==> src/rtl/mwb_pkg.sv <==
package mwb_pkg;

  typedef enum logic [1:0] {
    MT_NORMAL = 2'b00,
    MT_DEV_NS = 2'b01,
    MT_DEV_SH = 2'b10,
    MT_STRONG = 2'b11
  } mtype_e;

  typedef enum logic [1:0] {
    ST_IDLE = 2'b00,
    ST_SEND = 2'b01,
    ST_WAIT = 2'b10
  } bstate_e;

  // 1 when a write of kind 'later' may not be issued ahead of an older 'earlier'
  function automatic logic must_follow(input mtype_e later, input mtype_e earlier);
    logic r;
    case (later)
      MT_DEV_NS: r = (earlier == MT_DEV_NS) || (earlier == MT_STRONG);
      MT_DEV_SH: r = (earlier == MT_DEV_SH) || (earlier == MT_STRONG);
      MT_STRONG: r = (earlier != MT_NORMAL);
      default:   r = 1'b0;
    endcase
    return r;
  endfunction

  function automatic logic is_device(input mtype_e t);
    return (t == MT_DEV_NS) || (t == MT_DEV_SH);
  endfunction

endpackage

==> src/rtl/mwb_queue.sv <==
module mwb_queue
  import mwb_pkg::*;
#(
  parameter int AW    = 32,
  parameter int DW    = 32,
  parameter int DEPTH = 4,
  localparam int SW   = DW / 8,
  localparam int IW   = $clog2(DEPTH)
) (
  input  logic            clk,
  input  logic            rst_n,
  input  logic            push,
  input  logic [AW-1:0]   push_addr,
  input  logic [DW-1:0]   push_data,
  input  logic [SW-1:0]   push_strb,
  input  mtype_e          push_type,
  input  logic            pop,
  input  logic [IW-1:0]   pop_idx,
  output logic [DEPTH-1:0] q_vld,
  output logic [AW-1:0]   q_addr [DEPTH],
  output logic [DW-1:0]   q_data [DEPTH],
  output logic [SW-1:0]   q_strb [DEPTH],
  output mtype_e          q_type [DEPTH],
  output logic            full
);

  localparam logic [IW:0] FULL_CNT = (IW+1)'(DEPTH);

  logic [IW:0] cnt;
  logic [IW:0] cnt_after;

  always_comb begin
    cnt = '0;
    for (int i = 0; i < DEPTH; i++) cnt = cnt + (IW+1)'(q_vld[i]);
  end

  assign cnt_after = cnt - (IW+1)'(pop);
  assign full      = (cnt == FULL_CNT);

  // Slot 0 is the oldest; removal shifts every younger slot down by one.
  for (genvar g = 0; g < DEPTH; g++) begin : g_slot
    logic          v_q;
    logic [AW-1:0] a_q;
    logic [DW-1:0] d_q;
    logic [SW-1:0] s_q;
    mtype_e        t_q;
    logic          shift;
    logic          take_new;
    logic          nv;
    logic [AW-1:0] na;
    logic [DW-1:0] nd;
    logic [SW-1:0] ns;
    mtype_e        nt;

    assign shift    = pop && (IW'(g) >= pop_idx);
    assign take_new = push && (cnt_after == (IW+1)'(g));

    if (g == DEPTH - 1) begin : g_last
      assign nv = shift ? 1'b0 : v_q;
      assign na = a_q;
      assign nd = d_q;
      assign ns = s_q;
      assign nt = t_q;
    end else begin : g_mid
      assign nv = shift ? q_vld[g+1]  : v_q;
      assign na = shift ? q_addr[g+1] : a_q;
      assign nd = shift ? q_data[g+1] : d_q;
      assign ns = shift ? q_strb[g+1] : s_q;
      assign nt = shift ? q_type[g+1] : t_q;
    end

    always_ff @(posedge clk or negedge rst_n) begin
      if (!rst_n) begin
        v_q <= 1'b0;
        a_q <= '0;
        d_q <= '0;
        s_q <= '0;
        t_q <= MT_NORMAL;
      end else if (take_new) begin
        v_q <= 1'b1;
        a_q <= push_addr;
        d_q <= push_data;
        s_q <= push_strb;
        t_q <= push_type;
      end else begin
        v_q <= nv;
        a_q <= na;
        d_q <= nd;
        s_q <= ns;
        t_q <= nt;
      end
    end

    assign q_vld[g]  = v_q;
    assign q_addr[g] = a_q;
    assign q_data[g] = d_q;
    assign q_strb[g] = s_q;
    assign q_type[g] = t_q;
  end


  no_overflow_chk: assert property (@(posedge clk) disable iff (!rst_n)
    push |-> !full);


  pop_live_chk: assert property (@(posedge clk) disable iff (!rst_n)
    pop |-> q_vld[pop_idx]);


  packed_chk: assert property (@(posedge clk) disable iff (!rst_n)
    ((q_vld + 1'b1) & q_vld) == '0);

endmodule

==> src/rtl/mwb_elig.sv <==
module mwb_elig
  import mwb_pkg::*;
#(
  parameter int DEPTH = 4
) (
  input  logic [DEPTH-1:0] q_vld,
  input  mtype_e           q_type [DEPTH],
  output logic [DEPTH-1:0] q_elig,
  output logic [DEPTH-1:0] dev_elig,
  output logic [DEPTH-1:0] nrm_elig,
  output logic             so_ok
);

  logic [DEPTH-1:0] blk [DEPTH];
  logic [DEPTH-1:0] so_blk;

  always_comb begin
    for (int g = 0; g < DEPTH; g++) begin
      for (int h = 0; h < DEPTH; h++) begin
        blk[g][h] = (h < g) && q_vld[h] && must_follow(q_type[g], q_type[h]);
      end
    end
  end

  always_comb begin
    for (int h = 0; h < DEPTH; h++) so_blk[h] = q_vld[h] && must_follow(MT_STRONG, q_type[h]);
  end

  for (genvar g = 0; g < DEPTH; g++) begin : g_el
    assign q_elig[g]   = q_vld[g] && !(|blk[g]);
    assign dev_elig[g] = q_elig[g] && is_device(q_type[g]);
    assign nrm_elig[g] = q_elig[g] && (q_type[g] == MT_NORMAL);
  end

  assign so_ok = !(|so_blk);

endmodule

==> src/rtl/mwb_pick.sv <==
module mwb_pick #(
  parameter int DEPTH = 4,
  localparam int IW   = $clog2(DEPTH)
) (
  input  logic             so_req,
  input  logic             so_ok,
  input  logic [DEPTH-1:0] dev_elig,
  input  logic [DEPTH-1:0] nrm_elig,
  output logic             pick_valid,
  output logic             pick_so,
  output logic [IW-1:0]    pick_idx
);

  logic [IW-1:0] dev_idx;
  logic [IW-1:0] nrm_idx;

  always_comb begin
    dev_idx = '0;
    nrm_idx = '0;
    for (int i = DEPTH - 1; i >= 0; i--) begin
      if (dev_elig[i]) dev_idx = IW'(i);
      if (nrm_elig[i]) nrm_idx = IW'(i);
    end
  end

  always_comb begin
    pick_so    = so_req && so_ok;
    pick_valid = pick_so || (|dev_elig) || (|nrm_elig);
    if (|dev_elig) pick_idx = dev_idx;
    else           pick_idx = nrm_idx;
  end

endmodule

==> src/rtl/mwb_xn_guard.sv <==
module mwb_xn_guard #(
  parameter int AW = 32
) (
  input  logic          fetch_valid,
  input  logic [AW-1:0] fetch_addr,
  input  logic          fetch_xn,
  output logic          ifetch_valid,
  output logic [AW-1:0] ifetch_addr,
  output logic          xn_fault
);

  assign ifetch_valid = fetch_valid && !fetch_xn;
  assign ifetch_addr  = fetch_addr;
  assign xn_fault     = fetch_valid && fetch_xn;

endmodule

==> src/rtl/mtype_wbuf.sv <==
module mtype_wbuf
  import mwb_pkg::*;
#(
  parameter int AW    = 32,
  parameter int DW    = 32,
  parameter int DEPTH = 4,
  localparam int SW   = DW / 8
) (
  input  logic          clk,
  input  logic          rst_n,
  input  logic          req_valid,
  output logic          req_ready,
  input  logic [AW-1:0] req_addr,
  input  logic [DW-1:0] req_data,
  input  logic [SW-1:0] req_strb,
  input  logic [1:0]    req_kind,
  output logic          bus_valid,
  input  logic          bus_ready,
  output logic [AW-1:0] bus_addr,
  output logic [DW-1:0] bus_data,
  output logic [SW-1:0] bus_strb,
  output logic [1:0]    bus_kind,
  input  logic          bus_done,
  input  logic          fetch_valid,
  input  logic [AW-1:0] fetch_addr,
  input  logic          fetch_xn,
  output logic          ifetch_valid,
  output logic [AW-1:0] ifetch_addr,
  output logic          xn_fault
);

  localparam int IW = $clog2(DEPTH);

  mtype_e           req_t;
  logic             req_is_so;
  logic             so_taken_q;
  logic             cur_so_q;
  bstate_e          st_q;
  logic             push;
  logic             pop;
  logic             full;
  logic             so_req;
  logic             pick_valid;
  logic             pick_so;
  logic [IW-1:0]    pick_idx;
  logic             load;
  logic [DEPTH-1:0] q_vld;
  logic [AW-1:0]    q_addr [DEPTH];
  logic [DW-1:0]    q_data [DEPTH];
  logic [SW-1:0]    q_strb [DEPTH];
  mtype_e           q_type [DEPTH];
  logic [DEPTH-1:0] q_elig;
  logic [DEPTH-1:0] dev_elig;
  logic [DEPTH-1:0] nrm_elig;
  logic             so_ok;
  logic [AW-1:0]    o_addr_q;
  logic [DW-1:0]    o_data_q;
  logic [SW-1:0]    o_strb_q;
  mtype_e           o_type_q;

  assign req_t     = mtype_e'(req_kind);
  assign req_is_so = (req_t == MT_STRONG);

  // Posted kinds see queue space; a strong write sees its own completion.
  assign req_ready = req_is_so ? ((st_q == ST_WAIT) && cur_so_q && bus_done) : !full;
  assign push      = req_valid && !req_is_so && !full;
  assign so_req    = req_valid && req_is_so && !so_taken_q;
  assign load      = (st_q == ST_IDLE) && pick_valid;
  assign pop       = load && !pick_so;

  mwb_queue #(.AW(AW), .DW(DW), .DEPTH(DEPTH)) u_queue (
    .clk       (clk),
    .rst_n     (rst_n),
    .push      (push),
    .push_addr (req_addr),
    .push_data (req_data),
    .push_strb (req_strb),
    .push_type (req_t),
    .pop       (pop),
    .pop_idx   (pick_idx),
    .q_vld     (q_vld),
    .q_addr    (q_addr),
    .q_data    (q_data),
    .q_strb    (q_strb),
    .q_type    (q_type),
    .full      (full)
  );

  mwb_elig #(.DEPTH(DEPTH)) u_elig (
    .q_vld    (q_vld),
    .q_type   (q_type),
    .q_elig   (q_elig),
    .dev_elig (dev_elig),
    .nrm_elig (nrm_elig),
    .so_ok    (so_ok)
  );

  mwb_pick #(.DEPTH(DEPTH)) u_pick (
    .so_req     (so_req),
    .so_ok      (so_ok),
    .dev_elig   (dev_elig),
    .nrm_elig   (nrm_elig),
    .pick_valid (pick_valid),
    .pick_so    (pick_so),
    .pick_idx   (pick_idx)
  );

  mwb_xn_guard #(.AW(AW)) u_xn (
    .fetch_valid  (fetch_valid),
    .fetch_addr   (fetch_addr),
    .fetch_xn     (fetch_xn),
    .ifetch_valid (ifetch_valid),
    .ifetch_addr  (ifetch_addr),
    .xn_fault     (xn_fault)
  );

  always_ff @(posedge clk or negedge rst_n) begin
    if (!rst_n) begin
      st_q     <= ST_IDLE;
      cur_so_q <= 1'b0;
      o_addr_q <= '0;
      o_data_q <= '0;
      o_strb_q <= '0;
      o_type_q <= MT_NORMAL;
    end else begin
      case (st_q)
        ST_IDLE: begin
          if (pick_valid) begin
            st_q     <= ST_SEND;
            cur_so_q <= pick_so;
            if (pick_so) begin
              o_addr_q <= req_addr;
              o_data_q <= req_data;
              o_strb_q <= req_strb;
              o_type_q <= req_t;
            end else begin
              o_addr_q <= q_addr[pick_idx];
              o_data_q <= q_data[pick_idx];
              o_strb_q <= q_strb[pick_idx];
              o_type_q <= q_type[pick_idx];
            end
          end
        end
        ST_SEND: begin
          if (bus_ready) st_q <= ST_WAIT;
        end
        ST_WAIT: begin
          if (bus_done) begin
            st_q     <= ST_IDLE;
            cur_so_q <= 1'b0;
          end
        end
        default: st_q <= ST_IDLE;
      endcase
    end
  end

  always_ff @(posedge clk or negedge rst_n) begin
    if (!rst_n)                                 so_taken_q <= 1'b0;
    else if (load && pick_so)                   so_taken_q <= 1'b1;
    else if (req_valid && req_ready && req_is_so) so_taken_q <= 1'b0;
  end

  assign bus_valid = (st_q == ST_SEND);
  assign bus_addr  = o_addr_q;
  assign bus_data  = o_data_q;
  assign bus_strb  = o_strb_q;
  assign bus_kind  = o_type_q;

  logic dev_free;
  always_comb begin
    dev_free = 1'b1;
    for (int i = 0; i < DEPTH; i++) if (q_vld[i] && (q_type[i] != MT_NORMAL)) dev_free = 1'b0;
  end


  hold_chk: assert property (@(posedge clk) disable iff (!rst_n)
    bus_valid && !bus_ready |=> bus_valid && $stable(bus_addr) && $stable(bus_data)
                                && $stable(bus_strb) && $stable(bus_kind));


  one_out_chk: assert property (@(posedge clk) disable iff (!rst_n)
    bus_valid && bus_ready |=> !bus_valid);


  so_ack_chk: assert property (@(posedge clk) disable iff (!rst_n)
    req_valid && req_ready && (req_kind == 2'b11) |-> bus_done && !bus_valid);


  so_late_chk: assert property (@(posedge clk) disable iff (!rst_n)
    load && pick_so |-> dev_free);


  q_order_chk: assert property (@(posedge clk) disable iff (!rst_n)
    pop |-> q_elig[pick_idx]);


  xn_block_chk: assert property (@(posedge clk) disable iff (!rst_n)
    fetch_valid && fetch_xn |-> xn_fault && !ifetch_valid);

endmodule

==> config.mk <==
export PLATFORM = sky130hd
export DESIGN_NAME = mtype_wbuf
export DESIGN_NICKNAME = d
export VERILOG_FILES = /design/src/rtl/mwb_pkg.sv /design/src/rtl/mwb_queue.sv /design/src/rtl/mwb_elig.sv /design/src/rtl/mwb_pick.sv /design/src/rtl/mwb_xn_guard.sv /design/src/rtl/mtype_wbuf.sv
export SDC_FILE = /design/constraint.sdc
export NUM_CORES = 1
export LEC_CHECK = 0
export ABC_AREA = 1
export BUFFER_PORTS_ARGS = -buffer_cell sky130_fd_sc_hd__buf_2
export CAP_MARGIN = 20
export CORE_ASPECT_RATIO = 0.75
export CORE_MARGIN = 1
export CORE_UTILIZATION = 42
export CTS_BUF_LIST = sky130_fd_sc_hd__clkbuf_4 sky130_fd_sc_hd__clkbuf_8
export CTS_CLUSTER_SIZE = 40
export DETAILED_ROUTE_END_ITERATION = 6
export MAX_ROUTING_LAYER = met4
export PLACE_DENSITY = 0.7
export SLEW_MARGIN = 20
export SYNTH_ARGS = -nofsm -noshare
export SYNTH_HDL_FRONTEND = slang
export SYNTH_SLANG_ARGS = --single-unit
==> constraint.sdc <==
create_clock -name clk -period 4.1 [get_ports clk]
set_clock_uncertainty 0.15 [all_clocks]
set_input_delay 0.205 -clock clk [delete_from_list [all_inputs] [get_ports clk]]
set_output_delay 0.205 -clock clk [all_outputs]
set_load 0.05 [all_outputs]
==> out/metrics.cfg, run 1 <==
[status]
status=complete, but fails checks
violations=hold timing

[timing]
drv_slew=0
holdWs_ns=-0.009062
period_needed_ns=3.854
max_freq_ghz=0.2595
tightestPinTransition_ns=1.028
final-setup-viol-count=0
finalHoldViolCount=1
relSlewSlack=0.3146
grt_setup_unrepaired=true
fin_crit_sh=0.9399

[place]
io_buffers=150
hpwl_mm=34.31
gp_congestion=0.8956

[synthesis]
synth.distinct_cells=29
synth_mux_area_frac=0
synth-xor-area-share=0.0004432
syn-num-nets=2909
synth-compound-area-share=0.1037
ys_seq_elements=358
synth_warnings=0
synth_area_mm2=0.01976
yosys.area_share.adder=0.01368
synth-simple-area-share=0.3378
ys_seq_area_frac=0.4533
syn_avg_cell_area_um2=7.111
synth_top_family_by_area=simple AND/OR/NAND/NOR gates
synthCells=2779

[clocking]
tritoncts=yes
htree_levels=2
clockBufferDepth=3
clk_latency_ns=0.68
cts_buffers=58
clk_pin_slew_ns=0.06
cts_sinks=358
cts_root_buf=clkbuf_8

[critical_path]
cp_max_fo=64
slowest_stage=dfrtp_1
crit_path_cell_trace=buf_4, ha_1, o21ai_0, nand3_1, nand3_1, nand3_1, nor2_1, nor2_4, nand4_1, nand3_2, inv_2, ha_1, ha_1, xor2_2, inv_2, nand4_1, buf_4, buf_8, nand2_1, o21ai_0, nand2_1, nand2_1
r2r_start=u_queue.g_slot[0].t_q[0]
critPathLaunchType=flip-flop
reg2reg_depth=22
slowest_delay_ns=0.42
arrival_ns=4.31
r2r_slack_ns=0.25
path_buf_inv=5
required_ns=4.56
path_class=flip-flop to flip-flop
timing.critical_path.to_type=flip-flop
path_depth=22
crit_family=simple AND/OR/NAND/NOR gates
reg2reg_to=u_queue.g_slot[0].a_q[9]

[route]
wl_mm=60.88
via_per_inst=5.380
drtIter0Drc=1999
wl_per_cell_um=17.04
antenna_left=0
vias=19228
drc=0
drt-pass1-iter-count=6

[global_route]
grt_use_total=0.2579
top_usage_layer=met2
grt_pass1_vias=18053
grt_max_degree=130
grt_first_pass_wirelength_mm=96.52
antenna_found_initial=0
grt_remaining_overflow=0
use_met1=0.3477
use_met2=0.3929
met3_usage=0.04857

[cells_and_area]
nets=3029
drive_gt1_frac=0.1162
fin_util=0.4969
n_fill_cell=4430
diodes=0
area_growth_pct=16.16

[floorplan]
coreArea_mm2=0.04620
io_pins=215
start_util=0.4278
die_h_um=189.9
die_area_mm2=0.04793
fp-row-count=68
die_x_um=252.5

[hold_path]
hold_class=input port to async pin

[job]
drv_cap=0

## synthesized netlist by cell type, drive strengths merged
master   number  area, um2
nand2      1219       4603
clkbuf      102      382.9
buf         125      787.0
xor2          1      8.760
o21ai       297       1486
nand3       391       1962
ha           20      250.2
inv         168      630.6
a2111oi       1      8.760
nand4         5      31.28
a21oi         3      15.01
a22oi        68      510.5
fa            1      20.02
a21boi        1      7.510
a31o          1      8.760
nor2         15      68.81
a31oi         1      12.51
nor3          2      10.01
dfrtp       358       8959
## state kept, by name, indices dropped and copies added (netlist names)
name                cells
u_queue.g_slot.a_q    128
u_queue.g_slot.d_q    128
bus_addr               32
bus_data               32
u_queue.g_slot.s_q     12
u_queue.g_slot.t_q      6
bus_strb                4
u_queue.g_slot.v_q      4
u_queue.g_slot.ns       4
bus_kind                2
st_q                    2
u_queue.g_slot.nt       2
cur_so_q                1
so_taken_q              1
## metrics by stage
stage	TNS [ns]	cell area [um2]	hold slack, ns	cells	setup WS [ns]
5_1_grt	-0.06086	22960	0.08112	3574	-0.02692
3_3_place_gp	0	20810	0.1756	3384	0.03668
4_1_cts	0	22800	0.03039	3566	0.05027
6_report	0	22960	-0.009062	3574	0.2465
3_5_place_dp	-5.367	20810	0.1618	3384	-0.1451
2_1_floorplan	0	19760	-0.2406	2779	0.3955
## what timing repair did
action,in CTS,in global routing
hold buffers,76,0
pin swaps,1,3
endpoints found under the setup margin,52,210
setup buffers,0,6
gates resized for setup,1,17
endpoints found under the hold margin,449,0
cloned,1,2
## placed cells by master, fill, tap and decap left out, types with 2 or more instances in the layout
cell / Yosys / routed
nand2_1: 1214 / 1210
nand3_1: 390 / 388
dfrtp_1: 358 / 358
o21ai_0: 290 / 290
inv_1: 163 / 162
buf_2: 59 / 149
dlygate4sd3_1: 0 / 76
a22oi_1: 68 / 68
clkbuf_8: 0 / 67
buf_4: 61 / 37
clkbuf_4: 0 / 29
ha_1: 20 / 20
buf_12: 0 / 14
nor2_1: 12 / 11
nand2_4: 3 / 7
o21ai_1: 7 / 7
inv_2: 5 / 6
nor2_4: 1 / 5
nand4_1: 5 / 5
clkinv_2: 0 / 5
a21oi_1: 3 / 3
buf_16: 0 / 3
buf_6: 2 / 3
nand3_4: 0 / 2
nand2_2: 2 / 2
clkinvlp_4: 0 / 2
buf_8: 0 / 2
clkbuf_16: 0 / 2
## layout make-up
cell class,instances,area (um2),share of cell area
multi-input cells,2027,9100,0.3964
clock buffers,96,1140,0.04965
repair buffers,286,2261,0.09848
clock inverters,9,78.83,0.003434
inverters,168,630.6,0.02747
flip-flops and latches,358,8959,0.3902
well taps,630,788.3,0.03434
## worst max path at each step
stage / slack, ns / startpoint / end
after floorplan: 0.40 / u_queue.g_slot[3].nt[0] / u_queue.g_slot[2].a_q[10]
after global placement: 0.04 / u_queue.g_slot[0].t_q[0] / u_queue.g_slot[1].d_q[17]
after detailed placement: -0.15 / u_queue.g_slot[0].t_q[0] / u_queue.g_slot[1].d_q[14]
after CTS: 0.05 / u_queue.g_slot[0].t_q[0] / u_queue.g_slot[1].s_q[0]
after global routing: -0.03 / u_queue.g_slot[0].t_q[0] / u_queue.g_slot[1].d_q[22]
final: 0.25 / u_queue.g_slot[0].t_q[0] / u_queue.g_slot[0].a_q[9]
## layer usage
layer | part of all wire | wire length, um | up-vias
met4 | 0.024 | 1444 | 0
li1 | - | - | 9129
met2 | 0.44 | 27020 | 859
met1 | 0.45 | 27190 | 9123
met3 | 0.086 | 5232 | 117
met5 | 0 | 0 | -
## cell families (layout without fill, tap and decap cells)
logic type	Yosys count	in the layout
and+or+nand+nor	1632	1633
buffers and inverters	395	559
AOI/OAI and AO/OA	372	372
DFF	358	358
adders and majority gates	21	21
xor gates and xnor gates	1	1
Power of run 1 is not shown: default switching activity piles up to over one toggle a cycle in this logic, so the estimate is an artifact.
==> run 2, diff against run 1 <==
BUFFER_PORTS_ARGS = -buffer_cell sky130_fd_sc_hd__buf_4   (was -buffer_cell sky130_fd_sc_hd__buf_2)
==> out/metrics.cfg, run 2 (synthesis gave the netlist of run 1 again) <==
[status]
status=completed

[clocking]
clk_latency_ns=0.69
htree_levels=2
clockBufferDepth=3
tritoncts=yes
cts_sinks=358
cts_root_buf=clkbuf_8
clk_pin_slew_ns=0.06
cts_buffers=60

[cells_and_area]
reg_top3=u_queue.g_slot.a_q x128, u_queue.g_slot.d_q x128
layout_commonest_cell=nand2_1
diodes=0
layout.cells.non_filler=3579
area_growth_pct=19.53
drive_gt1_frac=0.1173
multi_input_area_mm2=0.009114
nets=3034
n_fill_cell=4354
seq_area_mm2=0.008959
final_cell_mix=nand2_1, nand3_1, dfrtp_1

[timing]
period_needed_ns=3.927
final-setup-viol-count=0
fin_crit_sh=0.9579
finalHoldViolCount=0
relSlewSlack=0.2921
drv_slew=0
max_freq_ghz=0.2546
tightestPinTransition_ns=1.062

[hold_path]
worstHoldStart=req_addr[19]
worstHoldEndpoint=bus_addr[19]
hold_class=input port to flip-flop
hold_depth=4

[floorplan]
die_area_mm2=0.04793
die_x_um=252.5
coreArea_mm2=0.04620
start_util=0.4278
die_h_um=189.9
fp-row-count=68
io_pins=215

[global_route]
grt_first_pass_wirelength_mm=97.34
grt_remaining_overflow=0
grt_max_degree=137
grt_pass1_vias=18663
antenna_found_initial=0
grt_use_total=0.2584

[route]
via_per_inst=5.403
antenna_left=0
wl_mm=61.27
vias=19336
drt-pass1-iter-count=6
wl_per_cell_um=17.12
drtIter0Drc=2069
drc=0

[place]
dpl.cell_count=3379
io_buffers=150
gp_congestion=0.9049
hpwl_mm=34.60

[critical_path]
cp_max_fo=23
timing.critical_path.to_type=flip-flop
reg2reg_to=u_queue.g_slot[2].d_q[6]
critPathLaunchType=flip-flop
path_class=flip-flop to flip-flop
path_common_cell=nand2_1
r2r_start=u_queue.g_slot[0].t_q[1]
arrival_ns=4.33
required_ns=4.50
slowest_delay_ns=0.42
r2r_slack_ns=0.17
crit_start=u_queue.g_slot[0].t_q[1]
crit_path_cell_trace=inv_1, ha_1, inv_1, nand2_1, nand3_1, nand3_1, nand3_1, nand2_1, nor2_4, nand4_1, nand3_4, inv_2, ha_1, ha_1, xor2_2, inv_1, nand4_1, buf_4, buf_12, nand2_4, clkbuf_16, nand2_1, nand2_1
reg2reg_depth=23
slowest_stage=dfrtp_1

[job]
drv_cap=0

[run 2: changes by cell type in the layout (fill, tap and decap cells not counted), moves of 5 or more]
cell,previous run,this run
buf_2,149,0
buf_4,37,179
clkbuf_4,29,21
clkbuf_8,67,74
o21ai_0,290,285
o21ai_1,7,12
[run 2: worst max path at each step]
stage / end / cells after the start / slack (ns)
final: u_queue.g_slot[2].d_q[6] / 23 / 0.17
after detailed placement: u_queue.g_slot[0].a_q[28] / 22 / 0.09
after CTS: u_queue.g_slot[0].d_q[26] / 22 / 0.06
after floorplan: u_queue.g_slot[2].a_q[10] / 23 / 0.40
after global routing: u_queue.g_slot[0].a_q[26] / 22 / -0.06
after global placement: u_queue.g_slot[0].d_q[3] / 22 / 0.19
[run 2: per-layer routing]
layer	share of wire	track usage	up-vias	wire, um
met5	0	-	-	0
met1	0.44	0.3528	9181	27100
met2	0.45	0.3952	893	27480
met4	0.024	0.08531	0	1474
li1	-	-	9136	-
met3	0.085	0.03721	126	5213
[run 2: final cells by class]
class,instances,area share
Sequential cell,358,0.3793
Clock inverter,12,0.006356
Tap cell,630,0.03337
Clock buffer,95,0.04979
Inverter,168,0.02670
Timing Repair Buffer,290,0.1187
Multi-Input combinational cell,2026,0.3858
[run 2: metrics by stage]
stage	util	setup WS (ns)	hold slack, ns	area (um2)	TNS, ns
after floorplan	-	0.3955	-0.2406	19760	0
after global placement	0.4587	0.1877	0.2603	21190	0
after detailed placement	0.4587	0.09258	0.2603	21190	0
after CTS	0.5038	0.06082	0.1208	23280	0
after global routing	0.5113	-0.06271	0.1663	23620	-2.157
final	0.5113	0.1727	0.1557	23620	0
[run 2: repair_timing]
| item | CTS | global route |
|---|---|---|
| endpoints found under the setup margin | 0 | 215 |
| hold endpoints to repair | 469 | 55 |
| buffers inserted | 0 | 10 |
| hold buffers | 76 | 1 |
| resized for setup | 0 | 27 |
[run 2: critical path: cells and delay by family, from the launching register on]
family	cells	cell delay [ns]
and+or+nand+nor	12	1.31
buffers and inverters	7	1.04
adders and majority gates	3	0.65
DFF	1	0.42
xor gates and xnor gates	1	0.19
Power of run 2 is left out for the same reason.
==> run 3, diff against run 2 <==
==> constraint.sdc (replaced) <==
create_clock -name clk -period 4.1 [get_ports clk]
set_clock_uncertainty 0.15 [all_clocks]
set_input_delay 0.41 -clock clk [delete_from_list [all_inputs] [get_ports clk]]
set_output_delay 0.41 -clock clk [all_outputs]
set_load 0.05 [all_outputs]
==> out/metrics.cfg, run 3 (synthesis gave the netlist of run 1 again) <==
[job]
drv_cap=0

[global_route]
antenna_found_initial=1
grt_pass1_vias=18241
grt_remaining_overflow=0
grt_max_degree=137
grt_first_pass_wirelength_mm=96.75
grt_use_total=0.2582

[route]
drt-pass1-iter-count=6
drc=0
via_per_inst=5.360
wl_mm=59.89
vias=19088
wl_per_cell_um=16.82
drtIter0Drc=1911
antenna_left=0

[cells_and_area]
layout_commonest_cell=nand2_1
area_growth_pct=17.81
fin_util=0.5040
nets=3012
final_cell_mix=nand2_1, nand3_1, dfrtp_1
multi_input_area_mm2=0.009085
design_area_mm2=0.02328
n_fill_cell=4352
seq_area_mm2=0.008959
drive_gt1_frac=0.1116
reg_top3=u_queue.g_slot.a_q x128, u_queue.g_slot.d_q x128

[floorplan]
io_pins=215
die_x_um=252.5
fp-row-count=68
die_h_um=189.9
coreArea_mm2=0.04620
start_util=0.4278
die_area_mm2=0.04793

[status]
status=completed

[critical_path]
path_common_cell=nand2_1
path_class=flip-flop to flip-flop
crit_path_cell_trace=inv_1, ha_1, inv_1, nand2_1, nand3_1, nand3_1, nand3_1, nand2_1, nor2_2, nand4_1, nand3_2, inv_2, ha_1, ha_1, xor2_1, inv_1, nand4_1, buf_12, nand2_8, buf_12, nand2_1, nand2_1
path_buf_inv=6
slowest_stage=dfrtp_1
reg2reg_to=u_queue.g_slot[0].d_q[21]
required_ns=4.51
cp_max_fo=31
r2r_start=u_queue.g_slot[0].t_q[0]
r2r_slack_ns=0.29
critPathLaunchType=flip-flop
timing.critical_path.to_type=flip-flop
slowest_delay_ns=0.40
reg2reg_depth=22
crit_family=simple AND/OR/NAND/NOR gates
arrival_ns=4.23

[timing]
fin_crit_sh=0.9304
relSlewSlack=0.2614
finalHoldViolCount=0
max_freq_ghz=0.2621
final-setup-viol-count=0
period_needed_ns=3.815
tightestPinTransition_ns=1.108
tns_ns=0
drv_slew=0
grt_setup_unrepaired=false

[clocking]
cts_root_buf=clkbuf_8
clockBufferDepth=3
htree_levels=2
cts_buffers=59
cts_sinks=358
tritoncts=yes
clk_pin_slew_ns=0.07
clk_latency_ns=0.64

[place]
io_buffers=150
gp_congestion=0.8817
hpwl_mm=33.77
dpl_cell_area_mm2=0.02124

[hold_path]
hold_class=input port to async pin

[run 3: worst max path at each step]
| stage | startpoint | endpoint | slack, ns | depth (start not counted) |
|---|---|---|---|---|
| after global placement | u_queue.g_slot[0].t_q[0] | u_queue.g_slot[0].d_q[18] | 0.36 | 22 |
| after detailed placement | u_queue.g_slot[0].t_q[0] | u_queue.g_slot[0].d_q[16] | 0.22 | 22 |
| after global routing | u_queue.g_slot[0].t_q[0] | u_queue.g_slot[2].a_q[31] | 0.008 | 22 |
| after floorplan | u_queue.g_slot[3].nt[0] | u_queue.g_slot[2].a_q[10] | 0.40 | 23 |
| final | u_queue.g_slot[0].t_q[0] | u_queue.g_slot[0].d_q[21] | 0.29 | 22 |
| after CTS | u_queue.g_slot[0].t_q[0] | u_queue.g_slot[0].d_q[21] | 0.18 | 22 |
[run 3: worst register-to-register path, delay by kind of cell (launching register included)]
kind | cells | cell delay, ns
adders and majority gates | 3 | 0.62
and+or+nand+nor | 12 | 1.56
buffers and inverters | 6 | 0.88
xor gates and xnor gates | 1 | 0.15
DFF | 1 | 0.40
[run 3: repair_timing]
action                                 in CTS  in global routing
setup endpoints to repair                   0                 82
setup buffers                               0                  1
hold buffers                               74                  0
endpoints found under the hold margin     247                  0
resized for setup                           0                  2
[run 3: metrics by stage]
| stage | setup WS, ns | hold slack, ns | std cells |
|---|---|---|---|
| finish | 0.2852 | 0.3107 | 3561 |
| global route | 0.007740 | 0.3709 | 3561 |
| CTS | 0.1846 | 0.3270 | 3559 |
| detailed placement | 0.2181 | 0.3372 | 3376 |
| global placement | 0.3575 | 0.3326 | 3376 |
| floorplan | 0.3955 | -0.03559 | 2779 |
[run 3: layout make-up]
type / instances / area share
multi-input combinational: 2026 / 0.3902
sequential: 358 / 0.3848
timing repair buffer: 269 / 0.1091
clock buffer: 96 / 0.05030
tap: 630 / 0.03386
inverter: 168 / 0.02709
clock inverter: 13 / 0.004514
antenna: 1 / 0.0001075
[run 3: metal layers]
layer,track usage,part of all wire,vias to the layer above
met1,0.3484,0.45,9046
met5,-,0,-
li1,-,-,9096
met3,0.04323,0.083,96
met4,0.06946,0.018,0
met2,0.4020,0.45,850
Power of run 3 is left out for the same reason.
